<file path="config.mk">
export PLATFORM = sky130hd
export DESIGN_NAME = fpsr_tracks
export DESIGN_NICKNAME = d
export VERILOG_FILES = /design/src/rtl/fpsr_pkg.sv /design/src/rtl/trk_flags.sv /design/src/rtl/trk_inflight.sv /design/src/rtl/ctl_delay.sv /design/src/rtl/fpsr_check.sv /design/src/rtl/fpsr_tracks.sv
export SDC_FILE = /design/constraint.sdc
export NUM_CORES = 1
export LEC_CHECK = 0
export ABC_CLOCK_PERIOD_IN_PS = 2300
export CORE_AREA = 2 2 142 144
export DETAILED_ROUTE_END_ITERATION = 8
export DIE_AREA = 0 0 144 146
export DONT_BUFFER_PORTS = 1
export GPL_TIMING_DRIVEN = 0
export HOLD_SLACK_MARGIN = 0.02
export MAX_ROUTING_LAYER = met4
export SYNTH_ARGS = -nofsm -noshare
export SYNTH_HDL_FRONTEND = slang
export SYNTH_HIERARCHICAL = 1
export SYNTH_SLANG_ARGS = --single-unit
</file>
<file path="constraint.sdc">
create_clock -name clk -period 2.3 [get_ports clk]
set_input_delay 0.23 -clock clk [delete_from_list [all_inputs] [get_ports clk]]
set_output_delay 0.23 -clock clk [all_outputs]
set_load 0.1 [all_outputs]
</file>
<file path="src/rtl/fpsr_pkg.sv">
package fpsr_pkg;
  localparam int NF     = 6;
  localparam int RND_W  = 2;
  localparam int PREC_W = 2;
  localparam int CW     = RND_W + PREC_W + NF;
  localparam int RND_LO  = 0;
  localparam int PREC_LO = RND_W;
  localparam int MASK_LO = RND_W + PREC_W;
  localparam int FL_INV = 0;
  localparam int FL_DEN = 1;
  localparam int FL_DBZ = 2;
  localparam int FL_OVF = 3;
  localparam int FL_UNF = 4;
  localparam int FL_INX = 5;
endpackage

</file>
<file path="src/rtl/trk_flags.sv">
module trk_flags #(
  parameter int NF = 6
) (
  input  logic          clk,
  input  logic          rst,
  input  logic          set_vld,
  input  logic [NF-1:0] set_bits,
  input  logic          clr,
  output logic [NF-1:0] flags
);
  always_ff @(posedge clk) begin
    if (rst)          flags <= '0;
    else if (clr)     flags <= '0;
    else if (set_vld) flags <= flags | set_bits;
  end
endmodule

</file>
<file path="src/rtl/trk_inflight.sv">
module trk_inflight #(
  parameter int CNT_W = 4
) (
  input  logic clk,
  input  logic rst,
  input  logic inc,
  input  logic dec,
  output logic busy
);
  localparam logic [CNT_W-1:0] CMAX = {CNT_W{1'b1}};
  logic [CNT_W-1:0] cnt;

  always_ff @(posedge clk) begin
    if (rst) cnt <= '0;
    else if (inc && !dec && cnt != CMAX) cnt <= cnt + 1'b1;
    else if (dec && !inc && cnt != '0)   cnt <= cnt - 1'b1;
  end

  assign busy = (cnt != '0);
endmodule

</file>
<file path="src/rtl/ctl_delay.sv">
module ctl_delay #(
  parameter int NTRK = 4,
  parameter int TW   = 2,
  parameter int CW   = 10,
  parameter int LAT  = 7
) (
  input  logic               clk,
  input  logic               rst,
  input  logic               we,
  input  logic [TW-1:0]      trk,
  input  logic [CW-1:0]      wd,
  output logic [NTRK*CW-1:0] eff_flat
);
  localparam int PD = LAT - 1;
  logic [PD-1:0] pv;
  logic [TW-1:0] pt [PD];
  logic [CW-1:0] pd [PD];

  always_ff @(posedge clk) begin
    if (rst) pv <= '0;
    else     pv <= {pv[PD-2:0], we};
  end

  always_ff @(posedge clk) begin
    pt[0] <= trk;
    pd[0] <= wd;
    for (int i = 1; i < PD; i++) begin
      pt[i] <= pt[i-1];
      pd[i] <= pd[i-1];
    end
  end

  for (genvar g = 0; g < NTRK; g++) begin : g_eff
    logic [CW-1:0] eff;
    always_ff @(posedge clk) begin
      if (rst) eff <= '0;
      else if (pv[PD-1] && pt[PD-1] == TW'(g)) eff <= pd[PD-1];
    end
    assign eff_flat[g*CW +: CW] = eff;
  end
endmodule

</file>
<file path="src/rtl/fpsr_check.sv">
module fpsr_check #(
  parameter int NTRK = 4,
  parameter int TW   = 2,
  parameter int NF   = 6,
  parameter int CW   = 10,
  parameter int MLO  = 4
) (
  input  logic               clk,
  input  logic               rst,
  input  logic               chk_vld,
  input  logic [TW-1:0]      chk_trk,
  input  logic [NTRK*NF-1:0] flags_flat,
  input  logic [NTRK*CW-1:0] ctl_flat,
  output logic               done,
  output logic               raise
);
  logic [NF-1:0] sel_fl;
  logic [NF-1:0] sel_msk;

  always_comb begin
    sel_fl  = '0;
    sel_msk = '0;
    for (int t = 0; t < NTRK; t++) begin
      if (chk_trk == TW'(t)) begin
        sel_fl  = flags_flat[t*NF +: NF];
        sel_msk = ctl_flat[t*CW + MLO +: NF];
      end
    end
  end

  always_ff @(posedge clk) begin
    if (rst) begin
      done  <= 1'b0;
      raise <= 1'b0;
    end else begin
      done  <= chk_vld;
      raise <= chk_vld && |(sel_fl & ~sel_msk);
    end
  end
endmodule

</file>
<file path="src/rtl/fpsr_tracks.sv">
module fpsr_tracks
  import fpsr_pkg::*;
#(
  parameter int NTRK    = 4,
  parameter int CNT_W   = 4,
  parameter int CTL_LAT = 7,
  localparam int TW     = (NTRK > 1) ? $clog2(NTRK) : 1
) (
  input  logic                clk,
  input  logic                rst,
  input  logic                iss_vld,
  input  logic [TW-1:0]       iss_trk,
  input  logic                cmp_vld,
  input  logic [TW-1:0]       cmp_trk,
  input  logic [NF-1:0]       cmp_flags,
  input  logic                clr_vld,
  input  logic [TW-1:0]       clr_trk,
  input  logic                ctl_we,
  input  logic [TW-1:0]       ctl_trk,
  input  logic [CW-1:0]       ctl_wd,
  input  logic                chk_vld,
  input  logic [TW-1:0]       chk_trk,
  output logic [NTRK-1:0]     trk_busy,
  output logic [NTRK*NF-1:0]  flags_all,
  output logic [NTRK*CW-1:0]  ctl_all,
  output logic                op_vld,
  output logic [RND_W-1:0]    op_rnd,
  output logic [PREC_W-1:0]   op_prec,
  output logic                chk_done,
  output logic                chk_raise
);
  for (genvar g = 0; g < NTRK; g++) begin : g_trk
    trk_flags #(.NF(NF)) u_fl (
      .clk(clk), .rst(rst),
      .set_vld(cmp_vld && cmp_trk == TW'(g)),
      .set_bits(cmp_flags),
      .clr(clr_vld && clr_trk == TW'(g)),
      .flags(flags_all[g*NF +: NF])
    );
    trk_inflight #(.CNT_W(CNT_W)) u_if (
      .clk(clk), .rst(rst),
      .inc(iss_vld && iss_trk == TW'(g)),
      .dec(cmp_vld && cmp_trk == TW'(g)),
      .busy(trk_busy[g])
    );
  end

  ctl_delay #(.NTRK(NTRK), .TW(TW), .CW(CW), .LAT(CTL_LAT)) u_dly (
    .clk(clk), .rst(rst), .we(ctl_we), .trk(ctl_trk), .wd(ctl_wd),
    .eff_flat(ctl_all)
  );

  fpsr_check #(.NTRK(NTRK), .TW(TW), .NF(NF), .CW(CW), .MLO(MASK_LO)) u_chk (
    .clk(clk), .rst(rst), .chk_vld(chk_vld), .chk_trk(chk_trk),
    .flags_flat(flags_all), .ctl_flat(ctl_all),
    .done(chk_done), .raise(chk_raise)
  );

  logic [CW-1:0] iss_ctl;
  always_comb begin
    iss_ctl = '0;
    for (int t = 0; t < NTRK; t++)
      if (iss_trk == TW'(t)) iss_ctl = ctl_all[t*CW +: CW];
  end

  always_ff @(posedge clk) begin
    if (rst) begin
      op_vld  <= 1'b0;
      op_rnd  <= '0;
      op_prec <= '0;
    end else begin
      op_vld <= iss_vld;
      if (iss_vld) begin
        op_rnd  <= iss_ctl[RND_LO +: RND_W];
        op_prec <= iss_ctl[PREC_LO +: PREC_W];
      end
    end
  end
endmodule

</file>
==> impl_summary.txt <==
----------------------------------------------------
[GRT]
  Antenna violations before repair ... 0
  Vias in the first global route ... 3820
  Met2 demand-to-capacity share in global routing ... 0.2245
  GR Layer Usage met1 ... 0.1450
  Overall track demand over capacity in global routing ... 0.1422
  Wire length of the first global-routing pass ... 21.82 mm
  Largest net degree at the start of global routing ... 22
  Routing usage on met3 ... 0.07832
  Routing layer with the top usage in global route ... met2
  Global-route congestion overflow total ... 0

[Pwr]
  Share of power burned in combinational logic ... 0.079
  Internal power consumption ... 4635 uW
  Peak supply drop ... 0.5534 mV
  Sequential cell fraction of total power ... 0.506
  Power density over cell area ... 916.8 nW/um2
  P_sw ... 1617 uW
  Switching Fraction ... 0.2586
  Clock share of power ... 0.415
  Leakage power ... 0.002759 uW

[Hold path]
  Path type of the worst min-delay path ... input pin to register

[Die]
  Height of the chip ... 146 um
  Number of top-level pins ... 108
  Chip width ... 144 um
  Number of core rows ... 51
  Area of the die ... 21020 um2
  CORE AREA ... 19330 um2
  Initial core utilization ... 0.2955

[STA]
  Actual transition at the worst max-transition pin ... 1117 ps
  Max Clk Rate ... 0.4619 GHz
  Worst max-slew margin expressed relative to the limit ... 0.2546
  Max Clock Skew ... 9.488 ps
  Slack of the critical path ... 135.0 ps
  Tmin final ... 2165 ps
  RSZ-0062 raised after global routing ... false
  Fin. max-slew vios ... 0
  Final-layout worst hold slack ... 48.85 ps
  Number of hold-slack violations in the final timing report ... 0
  Count of final setup violators ... 0
  Aggregate negative setup slack ... 0 ps
  Tcrit/Tclk final ... 0.9413

[Synth]
  Top cell type by total area after synthesis ... dfxtp_1
  Count of cell types in the netlist ... 44
  Portion of synthesized cell area occupied by the leading cell type ... 0.5781
  Post-Synthesis Cell Area ... 5714 um2
  Dominant cells by area after synthesis ... dfxtp_1 58%, mux2i_1 9.1%, nand2b_1 6.2%, nor2_1 2.8%, a21oi_1 2.5%
  Synthesized netlist cell count ... 499
  Async set-or-reset flop fraction in the synthesized netlist ... 0
  Total nets after synthesis ... 544
  Per-instance average area after synthesis ... 11.45 um2
  Synthesis Warnings ... 6
  Most instantiated cells after synthesis ... 165 x dfxtp_1, 57 x nand2b_1, 52 x mux2i_1
  Seq/Total Area, Yosys ... 0.5781
  Most instantiated library cell after synthesis ... dfxtp_1
  Count of state elements after synthesis ... 165
  EDFF count, synth ... 0
  Ys flop type ... dfxtp_1

[Clock network]
  Clock insertion delay at the later pin of the skew report ... 420 ps
  Clock root buffer ... clkbuf_16
  Longest Clk Path Bufs ... 2
  H-Tree Depth ... 4
  Total clock sinks ... 165
  Clock tree from TritonCTS ... done
  Number of buffers created by CTS ... 17
  CTS clock-pin slew for the worst setup and hold paths ... 70 ps

[Layout]
  Share of final-layout standard cells stronger than drive strength 1 ... 0.1268
  Share of the core filled with cells ... 0.3527
  Layout Area Growth over Synthesis ... 19.36%
  Number of non-filler instances in the completed layout ... 817
  Fin nets ... 584
  Number of inserted diodes ... 0

[Worst setup path]
  Data arrival at the endpoint of the critical path ... 2480 ps
  Source of the worst register-to-register timing path ... g_trk[0].u_if/cnt[1]$_SDFFE_PP0P_
  R2r setup slk ... 140 ps
  Startpoint type of the worst setup path ... register
  Biggest fanout along the worst timing path ... 6
  Data required, critical path ... 2610 ps
  CP endpoint ... g_trk[0].u_if/cnt[3]$_SDFFE_PP0P_
  CP Launch Point ... g_trk[0].u_if/cnt[1]$_SDFFE_PP0P_
  Capture point of the worst reg-to-reg path ... g_trk[0].u_if/cnt[3]$_SDFFE_PP0P_
  Endpoint type of the worst setup path ... register
  CP Class ... register to register
  Depth of the worst register-to-register path ... 7

[Routing]
  Post-route DRC violation count ... 0
  Post-detailed-routing wire length ... 13.81 mm
  DRT antenna net count ... 0
  Total number of vias ... 3644
  TritonRoute pass-1 iters ... 5
  Starting DRT DRC Count ... 172
  Via count normalized by instance count ... 4.460
  Detailed-route wire length per cell ... 16.91 um

[Placed design]
  Count of input and output buffers ... 0
  Detailed placer's ending HPWL ... 10.40 mm
  Pre-CTS setup slack ... -308.1 ps
  Routability Congestion ... 0.8439
  Inst Count DP ... 764

[Flow run]
  Maximum Capacitance Violations ... 0

[Outcome]
  Outcome ... completed

----------------------------------------------------
==> state kept, by name, indices dropped and copies added, names as in the netlist <==
signal	cells
u_dly/pd	60
u_dly/g_eff.eff	40
g_trk.u_fl/flags	24
g_trk.u_if/cnt	16
u_dly/pt	12
u_dly/pv	6
op_prec	2
op_rnd	2
op_vld	1
u_chk/done	1
u_chk/raise	1
==> power by group through the flow <==
stage	clock (uW)	sequential, uW	combinational (uW)
floorplan	0	3200	396
global placement	0	3220	438
detailed placement	0	3230	457
CTS	2680	3160	498
global route	2820	3180	533
finish	2590	3160	495
==> layer usage <==
| layer | wire [um] | part of all wire |
|---|---|---|
| met1 | 5301 | 0.38 |
| met2 | 6910 | 0.50 |
| met3 | 1452 | 0.11 |
| met4 | 148 | 0.011 |
| met5 | 0 | 0 |
==> layout make-up <==
cell class	instances	area (um2)
Tap cell	265	331.6
Clock buffer	22	474.2
Clock inverter	10	72.57
Sequential cell	165	3308
Fill cell	1920	12510
Inverter	10	37.54
Timing Repair Buffer	21	210.2
Buffer	16	107.6
Multi-Input combinational cell	308	2278
==> per-stage QoR <==
stage	instance area, um2	power (uW)
finish	6820	6253
detailed placement	6056	3683
global route	6820	6536
floorplan	5724	3597
CTS	6813	6340
global placement	6056	3658
==> worst max-delay path, stage by stage (launching register included) <==
cell     delay (ps)
dfxtp_1         430
nand4_1         180
nand2_2         160
ha_1            250
a21o_2          220
a21oi_1         180
mux2_2          360
mux2_4          290
==> layout by cell type (no fill, tap or decap), types with 5 or more instances in the layout <==
cell | Yosys | final
a21oi_1 | 29 | 29
and2b_1 | 8 | 8
buf_6 | 5 | 5
clkbuf_1 | 5 | 7
clkbuf_16 | 0 | 17
dfxtp_1 | 165 | 161
dlygate4sd3_1 | 0 | 21
ha_1 | 8 | 8
inv_1 | 9 | 9
mux2i_1 | 52 | 52
nand2_1 | 10 | 9
nand2b_1 | 57 | 57
nor2_1 | 43 | 43
nor2b_1 | 12 | 12
o41ai_1 | 5 | 5
or3b_1 | 5 | 5
xnor2_1 | 8 | 8
==> how the worst min path moves through the flow <==
stage,startpoint,end,slack (ps),cells after the start
finish,rst,g_trk[0].u_if/cnt[3]$_SDFFE_PP0P_,50,2
global placement,ctl_wd[0],u_dly/pd[0][0]$_DFF_P_,260,0
global route,rst,g_trk[1].u_if/cnt[3]$_SDFFE_PP0P_,30,2
floorplan,ctl_wd[0],u_dly/pd[0][0]$_DFF_P_,260,0
CTS,rst,g_trk[0].u_if/cnt[3]$_SDFFE_PP0P_,30,2
detailed placement,ctl_wd[4],u_dly/pd[0][4]$_DFF_P_,260,0
==> repair_timing <==
item                                   CTS  global route
setup endpoints to repair                0             3
buffers inserted                         0             0
endpoints found under the hold margin   51             0
resized for setup                        0             5
hold buffers                            21             0
==> kinds of logic (layout without fill, tap and decap cells) <==
logic type | Yosys count | after routing | synth area share
flip-flops | 165 | 165 | 0.5781
buffers and inverters | 26 | 79 | 0.02540
XOR/XNOR | 8 | 8 | 0.01226
AND/OR/NAND/NOR | 167 | 167 | 0.1695
adder cells (fa/ha/maj) | 12 | 12 | 0.03153
multiplexers | 60 | 60 | 0.1095
AO/OA/AOI/OAI | 61 | 61 | 0.07379
Note: power is estimated with default switching activity, not from simulation.
